File: src/rtl/sar_pkg.sv
package sar_pkg;
    typedef enum logic {
        ST_IDLE = 1'b0,
        ST_TEST = 1'b1
    } sar_state_e;
endpackage

File: src/rtl/sar_fsm.sv
module sar_fsm
    import sar_pkg::*;
(
    input  logic clk,
    input  logic rst_n,
    input  logic start,
    input  logic last_bit,
    output logic load,
    output logic step,
    output logic finish,
    output logic busy,
    output logic done
);
    sar_state_e state, nxt;

    // state register
    always_ff @(posedge clk or negedge rst_n) begin
        if (!rst_n) state <= ST_IDLE;
        else        state <= nxt;
    end

    // next state
    always_comb begin
        nxt = state;
        unique case (state)
            ST_IDLE: nxt = start    ? ST_TEST : ST_IDLE;
            ST_TEST: nxt = last_bit ? ST_IDLE : ST_TEST;
            default: nxt = ST_IDLE;
        endcase
    end

    // outputs
    always_comb begin
        load   = 1'b0;
        step   = 1'b0;
        finish = 1'b0;
        busy   = 1'b0;
        unique case (state)
            ST_IDLE: load = start;
            ST_TEST: begin
                busy   = 1'b1;
                step   = 1'b1;
                finish = last_bit;
            end
            default: ;
        endcase
    end

    always_ff @(posedge clk or negedge rst_n) begin
        if (!rst_n)      done <= 1'b0;
        else if (finish) done <= 1'b1;
        else if (load)   done <= 1'b0;
    end
endmodule

File: src/rtl/sar_pointer.sv
module sar_pointer #(
    parameter int WIDTH = 8
) (
    input  logic             clk,
    input  logic             rst_n,
    input  logic             load,
    input  logic             step,
    output logic [WIDTH-1:0] mask,
    output logic             last_bit
);
    localparam logic [WIDTH-1:0] TOP_ONE = {1'b1, {(WIDTH-1){1'b0}}};

    always_ff @(posedge clk or negedge rst_n) begin
        if (!rst_n)    mask <= '0;
        else if (load) mask <= TOP_ONE;
        else if (step) mask <= mask >> 1;
    end

    assign last_bit = mask[0];
endmodule

File: src/rtl/sar_trial_reg.sv
module sar_trial_reg #(
    parameter int WIDTH = 8
) (
    input  logic             clk,
    input  logic             rst_n,
    input  logic             load,
    input  logic             step,
    input  logic             last_bit,
    input  logic             cmp_above,
    input  logic [WIDTH-1:0] mask,
    output logic [WIDTH-1:0] trial,
    output logic [WIDTH-1:0] result
);
    localparam logic [WIDTH-1:0] TOP_ONE = {1'b1, {(WIDTH-1){1'b0}}};

    logic [WIDTH-1:0] decided;

    // per-bit decision: drop the tested bit when the DAC is above the input
    for (genvar i = 0; i < WIDTH; i++) begin : g_bit
        assign decided[i] = trial[i] & ~(mask[i] & cmp_above);
    end

    always_ff @(posedge clk or negedge rst_n) begin
        if (!rst_n) begin
            trial  <= '0;
            result <= '0;
        end else if (load) begin
            trial <= TOP_ONE;
        end else if (step) begin
            if (last_bit) begin
                result <= decided;
                trial  <= '0;
            end else begin
                trial <= decided | (mask >> 1);
            end
        end
    end
endmodule

File: src/rtl/sar_adc_ctrl.sv
module sar_adc_ctrl #(
    parameter int WIDTH = 8
) (
    input  logic             clk,
    input  logic             rst_n,
    input  logic             start,
    input  logic             cmp_above,
    output logic [WIDTH-1:0] trial_code,
    output logic [WIDTH-1:0] result,
    output logic             done,
    output logic             busy
);
    logic             load, step, finish, last_bit;
    logic [WIDTH-1:0] mask;

    sar_fsm u_fsm (
        .clk      (clk),
        .rst_n    (rst_n),
        .start    (start),
        .last_bit (last_bit),
        .load     (load),
        .step     (step),
        .finish   (finish),
        .busy     (busy),
        .done     (done)
    );

    sar_pointer #(.WIDTH(WIDTH)) u_ptr (
        .clk      (clk),
        .rst_n    (rst_n),
        .load     (load),
        .step     (step),
        .mask     (mask),
        .last_bit (last_bit)
    );

    sar_trial_reg #(.WIDTH(WIDTH)) u_reg (
        .clk       (clk),
        .rst_n     (rst_n),
        .load      (load),
        .step      (step),
        .last_bit  (last_bit),
        .cmp_above (cmp_above),
        .mask      (mask),
        .trial     (trial_code),
        .result    (result)
    );
endmodule

File: config.mk
export PLATFORM = sky130hd
export DESIGN_NAME = sar_adc_ctrl
export DESIGN_NICKNAME = d
export VERILOG_FILES = /design/src/rtl/sar_pkg.sv /design/src/rtl/sar_fsm.sv /design/src/rtl/sar_pointer.sv /design/src/rtl/sar_trial_reg.sv /design/src/rtl/sar_adc_ctrl.sv
export SDC_FILE = /design/constraint.sdc
export NUM_CORES = 1
export LEC_CHECK = 0
export CAP_MARGIN = 20
export CORE_MARGIN = 2
export CORE_UTILIZATION = 50
export CTS_BUF_LIST = sky130_fd_sc_hd__clkbuf_2 sky130_fd_sc_hd__clkbuf_4 sky130_fd_sc_hd__clkbuf_8
export DETAILED_ROUTE_END_ITERATION = 12
export DONT_BUFFER_PORTS = 1
export PLACE_DENSITY = 0.66
export SETUP_SLACK_MARGIN = 0.02
export SLEW_MARGIN = 20
export SYNTH_ARGS = -nofsm -noshare
export SYNTH_HDL_FRONTEND = slang
export SYNTH_SLANG_ARGS = --single-unit
File: constraint.sdc
create_clock -name clk -period 1.75 [get_ports clk]
set_input_delay 0.35 -clock clk [delete_from_list [all_inputs] [get_ports clk]]
set_output_delay 0.35 -clock clk [all_outputs]
set_load 0.01 [all_outputs]
-- Word-level counts from Yosys, hierarchy flattened
Index checks and enable logic that the tools add are counted.
Widths: inputs -> output; s select.
- bits in writable memories: 0
- input bits: 4
- register bits after elaboration: 26
- bits in latches: 0
- memories kept: 0
- ROM bits: 0
- output and inout bits: 18
- multiplexer cells: 13
- reductions and logical operators: 3
- $add $sub $neg: 0
- multiply operators: 0
- div/mod/pow operators: 0
- shift-type cells: 0
- $lt $le $gt $ge: 0
- bitwise logic cells: 27
- eq/ne operators: 0
- operator list (cell ; number):
    $mux 8 ; 5
    $and 1x1->1 ; 16
    $not 1->1 ; 10
    $or 8x7->8 ; 1
    $mux 1 ; 7
    $reduce_bool 2->1 ; 2
    $reduce_and 3->1 ; 1
    $pmux 1 s2 ; 1

-- Logic depth before layout (Yosys ltp)
- depth in word-level cells: 7
- mapped depth: 4
- depth with buffers taken out: 2

-- Cells and area by module
From an unflattened synthesis, not the netlist that was laid out.
- cell total of the unflattened synthesis: 102
- area, all modules: 1282.5 um^2
- by module, submodules not included (module ; area an instance (um^2) ; seq. area each (um^2) ; times used ; cells each):
    sar_trial_reg ; 850.8 ; 400.4 ; 1 ; 65
    sar_pointer ; 334.1 ; 200.2 ; 1 ; 27
    sar_fsm ; 97.6 ; 50.0 ; 1 ; 10

-- Worst setup path before layout
OpenSTA, ideal clock, no wires.
- path type: register to register
- from: register u_fsm.state
- to: register u_reg.trial[3]
- path slack: 611 ps
- clock period less this slack: 1139 ps
- buffers on the path: 1
- setup time: 87 ps
- arrival: 1052 ps
- stages on the path, launching flop included: 4
- cell sequence: dfrtp_1 buf_6 or3b_1 o211ai_1
- cells in the longest elaborated chain, start to end: 2
- elaborated cells between the ends (all ways): 4
- RTL lines (element ; RTL line ; text):
    start, declared ; sar_fsm.sv:14 ; sar_state_e state, nxt;
    start signal, assigned ; sar_fsm.sv:19 ; else state <= nxt;
    $mux 1 ; sar_fsm.sv:38 ; unique case (state)
    $mux 8 or $reduce_bool 2->1 (tied branches) ; -- ;
    end signal, assigned ; sar_trial_reg.sv:34 ; trial <= decided | (mask >> 1);
    end, declared ; sar_trial_reg.sv:11 ; output logic [WIDTH-1:0] trial,
Several ways; a longest one is shown, not always the timed one.
A chain may end at the register's enable or synchronous reset.

-- Worst setup path after layout
- from: register u_fsm.state
- to: register u_reg.trial[0]
The elaborated chain is that of the path after synthesis.

==> metrics <==
maximum buffer depth of the clock tree=2; H-tree level count=1; remaining global-route overflow=0; routed via count=759; worst reg2reg path startpoint=u_fsm.state; power density over cell area=1580 mW/mm2; violation count after the first detailed-route iteration=18; CP peak stage delay=0.50 ns; Chip Width=53.07 um; register cell area after layout=650.6 um2; routability cong.=0.7470; worst path cell trace=buf_4 -> nor2b_1 -> a22o_1; status=finished, final reports clean; worst vdd rail ir drop=0.8169 mV; arrival time worst endpoint=1.60 ns; worst setup path startpoint=u_fsm.state; Worst Path Required=2.02 ns; reg-to-reg endpoint=u_reg.trial[0]; Static Leak=0.5957 nW; count of port buffers added during placement=0; drt pass-1 iters=4; clock latency of the later-clocked register in the worst-skew pair=0.31 ns; DIE AREA=0.002816 mm2; Final nets=111; share of synthesized area occupied by flip-flops and latches=54.05%; area share of the leading cell type in the synthesized netlist=54.05%; drt total wl=2.246 mm; TritonCTS clock tree=yes; antenna viol nets, final=0; area occupied by multi-input gates=489.2 um2; half-perimeter wire length after detailed placement=1.516 mm; worst relative slew slack=77.18%; unrepaired setup endpoints after global routing=no; yosys warns=0; Setup Total Neg Slack=0 ns; class of the tightest hold or removal check=in2reg; commonest cells after routing, fill and taps aside=dfrtp_1 (26), o21ai_0 (9), nand2b_1 (8); commonest non-fill, non-tap cell in the layout=dfrtp_1; maximum fanout encountered on the critical timing path=31; final total power=2.003 mW; wire length of the first global-routing pass=3.774 mm; clock slew seen by the registers of the worst setup and hold paths=0.14 ns; worst setup path category=reg2reg; via density per instance=5.664; shortest clock period the worst path allows after layout=1.335 ns; Initial Utilization=53.39%; number of max-slew violations in the final report=0; kind of capture point of the worst setup path=flop; overall global routing resource usage=18.73%; layout-stage area growth over the synthesis result=5.302%; synthesized net count=110; synth top area cells=dfrtp_1 (54%), mux2i_1 (4.2%), nand2b_1 (4.2%); Die Span Y=53.07 um; clock net sink count=26; fin crit share=76.27%; distinct cell type count after synthesis=29; register bit total from synthesis=26; number of buffers created by CTS=3; R2R cell count=3; # IOs=22; number of antenna violations at the first check in global routing=0; startpoint types=flop; final setup violating endpoints=0; transition time at the pin with the least slew margin=0.3423 ns; Layout Utilization=56.22%; WL/cell=16.76 um; number of hold violations in the final report=0; row count=17; Avg Cell Area, Syn=11.36 um2; Antenna Cells=0; max-cap check violation count=0; DRC errors left=0; root buffer cell=clkbuf_4; number of post-CTS setup repair buffers=0; Worst R2R Setup Slack=0.42 ns; capturing element of the worst setup path=u_reg.trial[0]; core area=0.002255 mm2; Fillers=209; fmax=0.7492 GHz; pin count of the biggest net entering global routing=32; Final Skew=0.001767 ns; fraction of final layout cells sized beyond drive strength 1=16.98%; post-synthesis cell count=106; via count of the first global-routing pass=770; post-synthesis instance area=0.001204 mm2; cell at the slowest stage of the critical path=dfrtp_1; library cell occupying the most area in the post-synthesis netlist=dfrtp_1
[stage by stage]
step / std cells / cell area [um2] / hold WS (ns) / setup WS, ns
floorplan: 106 / 1204 / 0.05441 / 0.6112
global placement: 128 / 1201 / 0.05495 / 0.4776
detailed placement: 128 / 1201 / 0.05494 / 0.4538
CTS: 134 / 1267 / 0.1146 / 0.4285
global route: 134 / 1267 / 0.09361 / 0.3512
finish: 134 / 1267 / 0.1214 / 0.4152
[sequential cells by signal, indices dropped and copies added (netlist names)]
name,count
u_reg.trial,8
u_fsm.done,1
u_reg.result,8
u_fsm.state,1
u_ptr.mask,8
[how the worst min path moves through the flow]
stage	from	to	slack [ns]	depth (start not counted)
after floorplan	rst_n	u_fsm.done	0.05	0
after global placement	rst_n	u_reg.result[4]	0.05	0
after detailed placement	rst_n	u_reg.result[3]	0.05	0
after CTS	start	u_ptr.mask[1]	0.11	1
after global routing	start	u_ptr.mask[1]	0.09	1
final	start	u_ptr.mask[4]	0.12	1
[per-layer routing]
metal / global-route usage (%) / share of wire, %
met1: 25.90 / 48
met3: 4.237 / 3.6
met4: 7.692 / 1.5
met2: 28.13 / 46
met5: 0 / 0
[cell usage after synthesis]
cell	n
a21o_1	1
clkbuf_2	2
nor2b_1	2
nand2_2	1
o21ai_0	9
o21ba_2	1
or3b_2	2
dfrtp_1	26
buf_4	2
mux2i_1	5
nand2b_1	8
nand3b_1	4
o21a_1	1
buf_2	1
nand2_1	7
clkbuf_1	1
a21boi_0	3
mux2_2	4
a22o_1	1
buf_6	1
nor2_1	2
or3b_1	2
inv_1	5
a21bo_2	4
a211o_1	2
nor3b_1	2
a21oi_1	1
o211ai_1	4
and3b_1	2
[cell families after synthesis]
logic type | after synthesis | synth area share [%]
AOI/OAI and AO/OA | 27 | 16.11
DFF | 26 | 54.05
and+or+nand+nor | 32 | 16.63
buffers and inverters | 12 | 5.301
muxes | 9 | 7.900
[power breakdown]
group | internal [mW] | leakage [nW] | switching (mW)
Combinational | 0.329 | 0.242 | 0.274
Clock | 0.127 | 0.0210 | 0.176
Sequential | 0.818 | 0.333 | 0.280
[timing repair]
item	in CTS	in global routing
setup endpoints to repair	0	0
endpoints found under the hold margin	26	0
hold buffers	2	0
resized for setup	0	0
[layout make-up]
type | count | area share (%)
Inverter | 5 | 1.481
Sequential cell | 26 | 51.33
Tap cell | 28 | 2.764
Clock buffer | 4 | 2.863
Timing Repair Buffer | 3 | 2.961
Multi-Input combinational cell | 68 | 38.60
[worst max-delay path: cells and delay by family (launching register included)]
family | cells | cell delay [ns]
AO/OA/AOI/OAI | 1 | 0.18
flip-flops | 1 | 0.50
AND/OR/NAND/NOR | 1 | 0.28
buffers and inverters | 1 | 0.32
Power figures use the tool's default switching activity.
